$ cat config.mk
export PLATFORM = sky130hd
export DESIGN_NAME = cot_pulse_seq
export DESIGN_NICKNAME = d
export VERILOG_FILES = /design/src/rtl/cot_pkg.sv /design/src/rtl/cot_blank_gate.sv /design/src/rtl/cot_term_arb.sv /design/src/rtl/cot_off_timer.sv /design/src/rtl/cot_pulse_seq.sv
export SDC_FILE = /design/constraint.sdc
export NUM_CORES = 1
export LEC_CHECK = 0
export ABC_AREA = 1
export CORE_MARGIN = 2
export CORE_UTILIZATION = 39
export CTS_CLUSTER_DIAMETER = 200
export DETAILED_ROUTE_END_ITERATION = 8
export PLACE_DENSITY_LB_ADDON = 0.05
export RECOVER_POWER = 100
export SETUP_SLACK_MARGIN = 0.15
export SKIP_LAST_GASP = 1
export SYNTH_ARGS = -nofsm -noshare
export SYNTH_HDL_FRONTEND = slang
export SYNTH_SLANG_ARGS = --single-unit
$ cat constraint.sdc
create_clock -name clk -period 5 [get_ports clk]
set_input_delay 1.25 -clock clk [delete_from_list [all_inputs] [get_ports clk]]
set_output_delay 1.25 -clock clk [all_outputs]
set_load 0.005 [all_outputs]
$ cat src/rtl/cot_pkg.sv
package cot_pkg;

    typedef enum logic [1:0] {
        PH_IDLE = 2'd0,
        PH_ON   = 2'd1,
        PH_OFF  = 2'd2
    } phase_t;

    typedef enum logic [1:0] {
        END_NONE   = 2'd0,
        END_NORMAL = 2'd1,
        END_OVC    = 2'd2,
        END_TMAX   = 2'd3
    } end_cause_t;

    typedef struct packed {
        logic normal;
        logic ovc;
        logic tmax;
    } strobe_t;

    localparam int TOFF_W = 16;

    // Raise a requested off time to the legal floor.
    function automatic logic [TOFF_W-1:0] clamp_toff(
        input logic [TOFF_W-1:0] req,
        input logic [TOFF_W-1:0] floor_v
    );
        return (req < floor_v) ? floor_v : req;
    endfunction

endpackage

$ cat src/rtl/cot_blank_gate.sv
module cot_blank_gate #(
    parameter int CNT_W = 8,
    parameter int BLANK = 4
) (
    input  logic [CNT_W-1:0] age_i,
    input  logic             trip_i,
    output logic             qual_o
);
    // A trip counts only once the pulse is older than the window.
    assign qual_o = trip_i && (age_i > CNT_W'(BLANK));
endmodule

$ cat src/rtl/cot_term_arb.sv
module cot_term_arb
    import cot_pkg::*;
#(
    parameter int CNT_W   = 8,
    parameter int TON_MAX = 16
) (
    input  logic             on_phase_i,
    input  logic [CNT_W-1:0] age_i,
    input  logic             cs_ok_i,
    input  logic             ovc_ok_i,
    output end_cause_t       cause_o
);
    logic tmax_hit;
    assign tmax_hit = (age_i >= CNT_W'(TON_MAX));

    always_comb begin
        cause_o = END_NONE;
        if (on_phase_i) begin
            if (ovc_ok_i)      cause_o = END_OVC;
            else if (cs_ok_i)  cause_o = END_NORMAL;
            else if (tmax_hit) cause_o = END_TMAX;
        end
    end
endmodule

$ cat src/rtl/cot_off_timer.sv
module cot_off_timer
    import cot_pkg::*;
#(
    parameter int TOFF_MIN = 4
) (
    input  logic              clk,
    input  logic              rst,
    input  logic              load_i,
    input  logic [TOFF_W-1:0] toff_req_i,
    output logic              done_o
);
    localparam logic [TOFF_W-1:0] FLOOR = TOFF_W'(TOFF_MIN);

    logic [TOFF_W-1:0] remain;
    logic [TOFF_W-1:0] eff_len;

    assign eff_len = clamp_toff(toff_req_i, FLOOR);
    assign done_o  = (remain == '0);

    always_ff @(posedge clk) begin
        if (rst) begin
            remain <= '0;
        end else if (load_i) begin
            remain <= eff_len - TOFF_W'(1);
        end else if (remain != '0) begin
            remain <= remain - TOFF_W'(1);
        end
    end

    // a loaded interval never starts below the floor
    a_r2_floor_load: assert property (@(posedge clk) disable iff (rst)
        load_i |=> (remain >= FLOOR - TOFF_W'(1)));
endmodule

$ cat src/rtl/cot_pulse_seq.sv
module cot_pulse_seq
    import cot_pkg::*;
#(
    parameter int TON_MAX_CYC   = 4250,
    parameter int BLANK_CYC     = 68,
    parameter int BLANK_OVC_CYC = 28,
    parameter int TOFF_MIN_CYC  = 63
) (
    input  logic        clk,
    input  logic        rst,
    input  logic        en_i,
    input  logic [15:0] toff_cyc_i,
    input  logic        cs_trip_i,
    input  logic        ovc_trip_i,
    output logic        drive_o,
    output logic        ev_normal_o,
    output logic        ev_ovc_o,
    output logic        ev_tmax_o
);
    localparam int CNT_W = $clog2(TON_MAX_CYC + 1);

    phase_t           phase;
    logic [CNT_W-1:0] on_cnt;
    strobe_t          strobe;
    logic             cs_ok, ovc_ok, off_done, end_now;
    end_cause_t       cause;

    cot_blank_gate #(.CNT_W(CNT_W), .BLANK(BLANK_CYC)) u_blank_norm (
        .age_i(on_cnt), .trip_i(cs_trip_i), .qual_o(cs_ok)
    );

    cot_blank_gate #(.CNT_W(CNT_W), .BLANK(BLANK_OVC_CYC)) u_blank_ovc (
        .age_i(on_cnt), .trip_i(ovc_trip_i), .qual_o(ovc_ok)
    );

    cot_term_arb #(.CNT_W(CNT_W), .TON_MAX(TON_MAX_CYC)) u_arb (
        .on_phase_i(phase == PH_ON), .age_i(on_cnt),
        .cs_ok_i(cs_ok), .ovc_ok_i(ovc_ok), .cause_o(cause)
    );

    assign end_now = en_i && (cause != END_NONE);

    cot_off_timer #(.TOFF_MIN(TOFF_MIN_CYC)) u_off (
        .clk(clk), .rst(rst), .load_i(end_now),
        .toff_req_i(toff_cyc_i), .done_o(off_done)
    );

    always_ff @(posedge clk) begin
        if (rst) begin
            phase  <= PH_IDLE;
            on_cnt <= '0;
            strobe <= '0;
        end else begin
            strobe <= '0;
            unique case (phase)
                PH_IDLE: begin
                    if (en_i) begin
                        phase  <= PH_ON;
                        on_cnt <= CNT_W'(1);
                    end
                end
                PH_ON: begin
                    if (!en_i) begin
                        phase <= PH_IDLE;
                    end else if (end_now) begin
                        phase         <= PH_OFF;
                        strobe.normal <= (cause == END_NORMAL);
                        strobe.ovc    <= (cause == END_OVC);
                        strobe.tmax   <= (cause == END_TMAX);
                    end else begin
                        on_cnt <= on_cnt + CNT_W'(1);
                    end
                end
                PH_OFF: begin
                    if (!en_i) begin
                        phase <= PH_IDLE;
                    end else if (off_done) begin
                        phase  <= PH_ON;
                        on_cnt <= CNT_W'(1);
                    end
                end
                default: phase <= PH_IDLE;
            endcase
        end
    end

    assign drive_o     = (phase == PH_ON);
    assign ev_normal_o = strobe.normal;
    assign ev_ovc_o    = strobe.ovc;
    assign ev_tmax_o   = strobe.tmax;

    // never two causes at once
    a_r7_one_cause: assert property (@(posedge clk) disable iff (rst)
        $onehot0({ev_normal_o, ev_ovc_o, ev_tmax_o}));

    // a strobe only accompanies a falling drive
    a_r7_strobe_on_fall: assert property (@(posedge clk) disable iff (rst)
        (ev_normal_o || ev_ovc_o || ev_tmax_o) |-> $fell(drive_o));

    // normal end only after its blanking window
    a_r3_blank_norm: assert property (@(posedge clk) disable iff (rst)
        ev_normal_o |-> ($past(on_cnt) > CNT_W'(BLANK_CYC)));

    // overcurrent end only after its blanking window
    a_r4_blank_ovc: assert property (@(posedge clk) disable iff (rst)
        ev_ovc_o |-> ($past(on_cnt) > CNT_W'(BLANK_OVC_CYC)));

    // the on time never exceeds the limit
    a_r5_tmax_len: assert property (@(posedge clk) disable iff (rst)
        (drive_o && on_cnt == CNT_W'(TON_MAX_CYC)) |=> !drive_o);

    // normal end is never reported over an unmasked overcurrent trip
    a_r6_ovc_first: assert property (@(posedge clk) disable iff (rst)
        ev_normal_o |-> !$past(ovc_ok));

    // enable low stops the drive on the next cycle
    a_r8_dim_stop: assert property (@(posedge clk) disable iff (rst)
        !en_i |=> (!drive_o && !ev_normal_o && !ev_ovc_o && !ev_tmax_o));
endmodule

Word level (Yosys, flattened, before mapping)
Index checks and enable logic that the tools add are counted.
{"block": "totals", "output_inout_bits": 4, "register_bits": 34, "input_bits": 21, "elab_cells": 59}
{"block": "op_classes", "bitwise": 3, "mux": 19, "eq_ne": 12, "addsub": 3, "magnitude_cmp": 4, "n_reduce_logical": 12}
{"cell": "$mux 13", "count": 5}
{"cell": "$mux 16", "count": 3}
{"cell": "$pmux 13 s3", "count": 1}
{"cell": "$sub 16x1->16 const B", "count": 2}
{"cell": "$mux 2", "count": 9}
{"cell": "$logic_not 16->1", "count": 1}
{"cell": "$lt 16x6->1 const B", "count": 1}
{"cell": "$reduce_bool 16->1", "count": 1}
{"cell": "$add 13x1->13 const B", "count": 1}
{"cell": "$ge 13x13->1 const B", "count": 1}
{"cell": "$gt 13x5->1 const B", "count": 1}
{"cell": "$gt 13x7->1 const B", "count": 1}
{"cell": "$ne 2x2->1 const B", "count": 5}
{"cell": "$eq 2x2->1 const B", "count": 3}
{"cell": "$pmux 2 s3", "count": 1}
{"cell": "$reduce_and 6->1", "count": 1}
{"cell": "$eq 2x1->1 const B", "count": 2}
{"cell": "$reduce_bool 2->1", "count": 2}
{"cell": "$reduce_or 4->1", "count": 1}
{"cell": "$logic_and 1x1->1", "count": 3}
{"cell": "$ne 3x2->1 const B", "count": 1}
{"cell": "$ne 3x3->1 const B", "count": 1}
{"cell": "$not 1->1", "count": 3}
{"cell": "$reduce_and 3->1", "count": 1}
{"cell": "other kinds (2)", "count": 2}

Longest topological paths before layout
Gate-level depths: netlist of the first run.
{"block": "depth", "ltp_word": 10, "depth_mapped": 24, "ltp_nobuf": 23}

Hierarchy
From an unflattened synthesis of the first run, not the netlist that was laid out.
{"block": "hier_totals", "cells_unflattened": 378, "hier_area_um2": 2486.1}
{"module": "cot_off_timer", "cells_per_inst": 190, "seq_area_each_um2": 320.3, "n_inst": 1, "area_each_um2": 1301.2}
{"module": "cot_pulse_seq", "cells_per_inst": 140, "seq_area_each_um2": 360.3, "n_inst": 1, "area_each_um2": 964.7}
{"module": "cot_term_arb", "cells_per_inst": 20, "seq_area_each_um2": 0.0, "n_inst": 1, "area_each_um2": 102.6}
{"module": "cot_blank_gate (u_blank_ovc)", "cells_per_inst": 14, "seq_area_each_um2": 0.0, "n_inst": 1, "area_each_um2": 60.1}
{"module": "cot_blank_gate (u_blank_norm)", "cells_per_inst": 14, "seq_area_each_um2": 0.0, "n_inst": 1, "area_each_um2": 57.6}

Worst setup path after synthesis of the first run
No wires, ideal clock.
{"block": "synth_timing", "kind": "input port to flip-flop", "start": "in toff_cyc_i[9]", "end": "reg u_off.remain[4]", "t_arrival_ns": 2.800, "n_path_buf": 0, "required_time_ns": 4.926, "setup_ns": 0.074, "path_stages": 13, "path_slack_ns": 2.126, "cell_sequence": "inv_1 nand2_1 nor3_1 nand4_1 nor2_1 nor2_1 o21ai_2 inv_1 ha_1 nand3_2 inv_2 or2_1 a31oi_1"}
{"block": "synth_via", "elab_chain_len": 4}
{"element": "start: declaration", "line": "cot_pulse_seq.sv:12", "rtl": "input logic [15:0] toff_cyc_i,"}
{"element": "$lt 16x6->1", "line": "cot_pkg.sv:29", "rtl": "return (req < floor_v) ? floor_v : req;"}
{"element": "$mux 16", "line": "cot_pkg.sv:29"}
{"element": "$sub 16x1->16", "line": "cot_off_timer.sv:24", "rtl": "remain <= eff_len - TOFF_W'(1);"}
{"element": "$mux 16", "line": "cot_off_timer.sv:23", "rtl": "end else if (load_i) begin"}
{"element": "end signal: assignment", "line": "cot_off_timer.sv:24"}
{"element": "end signal: assignment", "line": "cot_off_timer.sv:26", "rtl": "remain <= remain - TOFF_W'(1);"}
{"element": "end: declaration", "line": "cot_off_timer.sv:14", "rtl": "logic [TOFF_W-1:0] remain;"}
No other way between the ends.
A chain may end at the register's enable or synchronous reset.

Worst setup path in the final report of the first run
{"block": "layout_timing", "start": "in cs_trip_i", "end": "reg u_off.remain[4]"}
{"block": "layout_via", "elab_chain_len": 7, "word_cells_on_any_way": 8, "cone_classes": "mux: 4; reduce/logical: 4"}
{"element": "start: declaration", "line": "cot_pulse_seq.sv:13", "rtl": "input logic cs_trip_i,"}
{"element": "$logic_and 1x1->1 (*)", "line": "cot_blank_gate.sv:10", "rtl": "assign qual_o = trip_i && (age_i > CNT_W'(BLANK));"}
{"element": "$mux 2 (*)", "line": "cot_term_arb.sv:20", "rtl": "else if (cs_ok_i) cause_o = END_NORMAL;"}
{"element": "$mux 2 (*)", "line": "cot_term_arb.sv:19", "rtl": "if (ovc_ok_i) cause_o = END_OVC;"}
{"element": "$mux 2 (*)", "line": "cot_term_arb.sv:18", "rtl": "if (on_phase_i) begin"}
{"element": "$reduce_bool 2->1 (*)", "line": "cot_pulse_seq.sv:41", "rtl": "assign end_now = en_i && (cause != END_NONE);"}
{"element": "$logic_and 1x1->1 (*)", "line": "cot_pulse_seq.sv:41"}
{"element": "$mux 16 / $reduce_bool 2->1 (equally long branches)"}
Every way passes the cells marked *; elsewhere a longest branch is shown, timed or not.

==> impl_metrics.yaml, run 1 <==
logic_synthesis:
  yosysWarningCount: 0
  syn_inst: 340
  synth_cell_types: 33
  synth.top_cell.area_share_pct: 30.94
  syn_area_per_cell_um2: 6.469
  mappedNetlistNets: 364
  ys_ff_latch: 34
  synth-main-ff-cell: "dfxtp_1"
  synth_most_common_cell: "nand2_1"
  synth_edf_count: 0
  synth.top_cells.by_area: "dfxtp_1 (31%), nand2_1 (12%), inv_1 (8.2%)"
  synth-async-reset-ratio_pct: 0
  yosysSeqAreaShare_pct: 30.94
  synth_top_cell_by_area: "dfxtp_1"
  syn-cell-area_mm2: 0.002200
  synth_commonest_cells: "nand2_1 (72), inv_1 (48), nor2_1 (47), dfxtp_1 (34), nand3_1 (29)"
drt:
  dr.pass1.iters: 4
  routedWlPerCell_um: 12.86
  dr_total_vias: 2167
  drc: 0
  wl_um: 5647
  drt-initial-drc-count: 103
  ant_nets: 0
  vias_per_cell: 4.936
die:
  die-area_mm2: 0.006257
  die_h_um: 79.10
  core.rowCount: 27
  die_w_um: 79.10
  initial_core_util_pct: 40.19
  pin_count: 25
  core_region_area_mm2: 0.005473
global_routing:
  grt_util_all_layers_pct: 19.93
  grt_pass1_wl_um: 9646
  grt_pass1_vias: 1959
  antenna_found_initial: 0
  grt_max_degree: 23
  overflow: 0
cts:
  numClockSinks: 34
  cts_made_buffers: 5
  holdBufCountCts: 0
  cts_setup_buffers: 0
  cts_tree: "done"
  clk_pin_slew_ns: 0.07
  clockBufferDepth: 2
  post_cts_resized: 0
  clock_latency_ns: 0.29
  clockRootBuffer: "clkbuf_8"
  cts.htree.levels: 2
timing:
  worstMarginPinSlew_ns: 0.9738
  post-route-period-util_pct: 79.70
  grt_setup_unrepaired: "no"
  finalHoldViolations: 0
  fin_skew_ns: 0.004390
  clock.fmax_mhz: 251.0
  setup-tns-final_ns: 0
  hold_ws_ns: 0.4869
  setup_slack_ns: 1.015
  final-max-slew-violation-count: 0
  setup_violations: 0
  slew_headroom_pct: 34.92
  post-route-min-period_ns: 3.985
placement:
  globalplace.congestion: 0.8628
  dp_cells: 431
  place_hpwl_um: 4450
  post-place-ws_ns: 1.418
  io_buffers: 24
power:
  comb_power_share_pct: 47.9
  cellLeakagePower_nw: 1.204
  p_switching_uw: 490.2
  swShare_pct: 42.74
  irDropWorstVdd_mv: 0.1897
  power_density_mw_per_mm2: 445.4
  power_frac_clock_pct: 22.1
  p_int_uw: 656.7
  seq_power_share_pct: 30.0
critical_path:
  timing.rr.end: "u_off.remain[4]$_SDFFE_PP0P_"
  ff2ff_path_depth: 19
  r2r-start: "on_cnt[0]$_SDFFE_PP0P_"
  crit_arrival_ns: 4.19
  crit_required_ns: 5.21
  rrSetupSlack_ns: 1.57
  start_kind: "input port"
  path_max_fanout: 22
  end_kind: "register"
  path_class: "in2reg"
cells_and_area:
  post-route-util_pct: 47.05
  num_antenna_cells: 0
  syn2layout_area_growth_pct: 17.06
  drive_above_1_share_pct: 11.17
  final_nets: 390
  stdcell_count: 439
worst_hold_path:
  hp-class: "reg2reg"
  hold_depth: 2
  hold_end: "on_cnt[12]$_SDFFE_PP0P_"
  min_from: "on_cnt[12]$_SDFFE_PP0P_"
flow_run:
  maxCapViolCount: 0
outcome:
  status: "finished clean"
[logic make-up (layout without fill, tap and decap cells)]
family | after synthesis | count (layout) | share of synthesized area, %
buffers and inverters | 57 | 84 | 11.04
adder cells (fa/ha/maj) | 3 | 3 | 1.707
AND/OR/NAND/NOR | 208 | 208 | 46.42
flip-flops | 34 | 34 | 30.94
AO/OA/AOI/OAI | 38 | 38 | 9.898
[metal layers]
metal | wire (um) | share of wire, % | track usage [%]
met2 | 2345 | 42 | 28.64
met5 | 0 | 0 | 0
met1 | 2954 | 52 | 29.51
met4 | 74 | 1.3 | 7.931
met3 | 272 | 4.8 | 3.182
[worst max path at each step]
stage,from,to,depth (start not counted)
6_report,cs_trip_i,u_off.remain[4]$_SDFFE_PP0P_,13
5_1_grt,cs_trip_i,u_off.remain[10]$_SDFFE_PP0P_,16
4_1_cts,toff_cyc_i[9],u_off.remain[4]$_SDFFE_PP0P_,14
3_5_place_dp,toff_cyc_i[9],u_off.remain[4]$_SDFFE_PP0P_,14
3_3_place_gp,ovc_trip_i,u_off.remain[4]$_SDFFE_PP0P_,13
2_1_floorplan,toff_cyc_i[9],u_off.remain[4]$_SDFFE_PP0P_,13
[state kept, by name, indices dropped and copies added, names as in the netlist]
signal	flops
ev_tmax_o	1
ev_normal_o	1
on_cnt	13
ev_ovc_o	1
u_off.remain	16
phase	2
[final cells by class]
type	count	area (um^2)
inverters	51	191.4
flip-flops and latches	34	680.7
repair buffers	25	247.7
clock buffers	5	68.82
multi-input cells	249	1256
clock inverters	3	40.04
well taps	72	90.09
fillers	581	2898
[placed cells by master (no fill, tap or decap), types with 3 or more instances in the layout]
| master | Yosys | routed |
|---|---|---|
| nor2_1 | 47 | 47 |
| clkbuf_8 | 0 | 5 |
| a31oi_1 | 3 | 3 |
| ha_1 | 3 | 3 |
| nand3_1 | 29 | 30 |
| nor2_4 | 4 | 4 |
| nand3b_1 | 5 | 5 |
| nand2_2 | 16 | 15 |
| nor3_1 | 6 | 6 |
| nand2_4 | 5 | 4 |
| o21ai_0 | 8 | 8 |
| nand2_1 | 72 | 74 |
| nand4_1 | 11 | 11 |
| dfxtp_1 | 34 | 34 |
| clkdlybuf4s50_1 | 0 | 19 |
| inv_2 | 3 | 3 |
| or2_2 | 3 | 3 |
| inv_1 | 48 | 48 |
| a21oi_1 | 19 | 19 |
| nor4_1 | 5 | 5 |
| dlygate4sd3_1 | 0 | 5 |
| o21ai_1 | 3 | 3 |
[worst max-delay path: stages]
cell,delay [ns]
dlygate4sd3_1,0.55
nand2_1,0.06
nand2_1,0.07
nand2_1,0.12
nand2_4,0.16
nand2_1,0.58
o21ai_2,0.47
inv_1,0.11
ha_1,0.23
nand3_1,0.14
inv_2,0.08
or2_1,0.21
a31oi_1,0.15
[stage by stage]
step                      instance area, um^2  power (mW)
after detailed placement                 2486      0.9020
after CTS                                2595       1.161
after global routing                     2575       1.253
after global placement                   2486      0.9067
after floorplan                          2200      0.7738
final                                    2575       1.147
[power groups by stage]
| stage | registers, mW | logic, mW | clock network (mW) |
|---|---|---|---|
| 3_5_place_dp | 0.350 | 0.552 | 0 |
| 5_1_grt | 0.349 | 0.631 | 0.273 |
| 2_1_floorplan | 0.339 | 0.435 | 0 |
| 4_1_cts | 0.344 | 0.556 | 0.260 |
| 3_3_place_gp | 0.351 | 0.556 | 0 |
| 6_report | 0.344 | 0.550 | 0.253 |
Power figures use the tool's default switching activity.
==> run 2, diff against run 1 <==
==> constraint.sdc (replaced) <==
create_clock -name clk -period 3.2 [get_ports clk]
set_input_delay 0.8 -clock clk [delete_from_list [all_inputs] [get_ports clk]]
set_output_delay 0.8 -clock clk [all_outputs]
set_load 0.005 [all_outputs]
==> run 2 against run 1 <==
Against the previous run:
- non-clock buffer count increased by 7
- flip-flop and latch count did not move
- via count decreased by 0.51%
- die area unchanged
- combinational power rose by 60%
- wire length up 0.21%
- first-iteration DRC count increased by 17%
- global-route usage grew 0.18 points
- register-to-register slack worse by 1.0 ns
- hold slack improved by 0.014 ns
- clock skew is 0.0025 ns higher
- largest cell class unchanged
==> impl_metrics.yaml, run 2 (synthesized netlist as in run 1, its figures left out) <==
global_routing:
  antenna_found_initial: 0
  grt_util_all_layers_pct: 20.11
  grt_pass1_wl_um: 9846
  grt_pass1_vias: 2071
  overflow: 0
  grt_max_degree: 15
critical_path:
  timing.rr.end: "u_off.remain[15]$_SDFFE_PP0P_"
  slowest_stage: "dlygate4sd3_1"
  cp-startpoint: "en_i"
  path_class: "in2reg"
  start_kind: "input port"
  cpPeakStageDelay_ns: 0.60
  cp.depth: 9
  rrSetupSlack_ns: 0.57
  setup.worst_path.end: "u_off.remain[15]$_SDFFE_PP0P_"
  end_kind: "register"
  critical_path_buf_inv_count: 2
  path_max_fanout: 13
  crit_arrival_ns: 2.99
  ff2ff_path_depth: 19
  path_delay_family: "buffers and inverters"
  crit_required_ns: 3.38
  crit_chain: "dlygate4sd3_1 -> clkbuf_1 -> nand3_1 -> nand2_1 -> nand2_1 -> nor2_4 -> nand3_1 -> o21ai_0 -> nor2_1"
  r2r-start: "on_cnt[0]$_SDFFE_PP0P_"
cts:
  cts_made_buffers: 5
  post_cts_resized: 0
  clockRootBuffer: "clkbuf_8"
  cts_setup_buffers: 0
  clk_pin_slew_ns: 0.07
  holdBufCountCts: 0
  cts_tree: "done"
  clock_latency_ns: 0.29
  clockBufferDepth: 2
  cts.htree.levels: 2
  numClockSinks: 34
cells_and_area:
  layout_common_cells: "nand2_1 (76), inv_1 (48), nor2_1 (47)"
  drive_above_1_share_pct: 11.50
  layout_commonest_cell: "nand2_1"
  top_regs: "u_off.remain (16), on_cnt (13), phase (2)"
  post-route-util_pct: 47.83
  largest_register_ffs: 16
  regMostFlops: "u_off.remain"
  final_nets: 397
  syn2layout_area_growth_pct: 19.00
  num_antenna_cells: 0
timing:
  post-route-period-util_pct: 87.77
  final-max-slew-violation-count: 0
  grt_setup_unrepaired: "no"
  worstMarginPinSlew_ns: 0.5840
  setup-tns-final_ns: 0
  clock.fmax_mhz: 356.0
  fin_skew_ns: 0.006932
  setup_slack_ns: 0.3913
  finalHoldViolations: 0
  setup_violations: 0
  post-route-min-period_ns: 2.809
  slew_headroom_pct: 60.71
die:
  die_h_um: 79.10
  initial_core_util_pct: 40.19
  die_w_um: 79.10
  pin_count: 25
  core.rowCount: 27
  core_region_area_mm2: 0.005473
  die-area_mm2: 0.006257
drt:
  routedWlPerCell_um: 12.69
  vias_per_cell: 4.834
  dr_total_vias: 2156
  ant_nets: 0
  drt-initial-drc-count: 120
  dr.pass1.iters: 4
  drc: 0
  wl_um: 5659
power:
  irDropWorstVdd_mv: 0.3045
  power_mw: 1.813
  power_density_mw_per_mm2: 692.7
  cellLeakagePower_nw: 1.236
placement:
  post-place-ws_ns: 0.2089
  place_hpwl_um: 4411
  io_buffers: 24
  globalplace.congestion: 0.8371
flow_run:
  maxCapViolCount: 0
worst_hold_path:
  hp-class: "reg2reg"
outcome:
  status: "finished clean"
[run 2: worst min path at each step]
| stage | to | depth (start not counted) | start |
|---|---|---|---|
| after global routing | on_cnt[12]$_SDFFE_PP0P_ | 2 | on_cnt[12]$_SDFFE_PP0P_ |
| final | on_cnt[12]$_SDFFE_PP0P_ | 2 | on_cnt[12]$_SDFFE_PP0P_ |
| after global placement | on_cnt[0]$_SDFFE_PP0P_ | 1 | on_cnt[0]$_SDFFE_PP0P_ |
| after detailed placement | on_cnt[0]$_SDFFE_PP0P_ | 1 | on_cnt[0]$_SDFFE_PP0P_ |
| after floorplan | on_cnt[0]$_SDFFE_PP0P_ | 1 | on_cnt[0]$_SDFFE_PP0P_ |
| after CTS | on_cnt[0]$_SDFFE_PP0P_ | 1 | on_cnt[0]$_SDFFE_PP0P_ |
[run 2: worst min-delay path, delay by kind of cell, from the launching register on]
kind	cells	cell delay, ns
AO/OA/AOI/OAI	1	0.06
flip-flops	1	0.34
buffers and inverters	1	0.06
[run 2: routing by layer]
metal / track usage, % / share of wire, % / wire [um] / up-vias
li1: - / - / - / 1153
met1: 29.25 / 53 / 3008 / 951
met2: 29.66 / 41 / 2324 / 45
met3: 4.432 / 4.6 / 262 / 7
met4: 5.862 / 1.1 / 63 / 0
met5: 0 / 0 / 0 / -
[run 2: area by class of cell]
class | count | area [um^2]
Clock buffer | 7 | 76.32
Multi-Input combinational cell | 249 | 1256
Timing Repair Buffer | 32 | 292.8
Fill cell | 619 | 2855
Clock inverter | 1 | 30.03
Sequential cell | 34 | 680.7
Tap cell | 72 | 90.09
Inverter | 51 | 191.4
[run 2: report_power, final]
part	total (mW)	switching, mW	internal, mW
clock	0.396	0.163	0.233
combinational	0.881	0.556	0.325
sequential	0.536	0.0408	0.495
total	1.81	0.760	1.05
[run 2: metrics by stage]
step	hold slack [ns]	instances	cell area, um^2
after detailed placement	0.4957	438	2539
after CTS	0.5055	446	2645
after global placement	0.4798	438	2539
after floorplan	0.4530	340	2200
after global routing	0.5296	446	2618
final	0.5013	446	2618
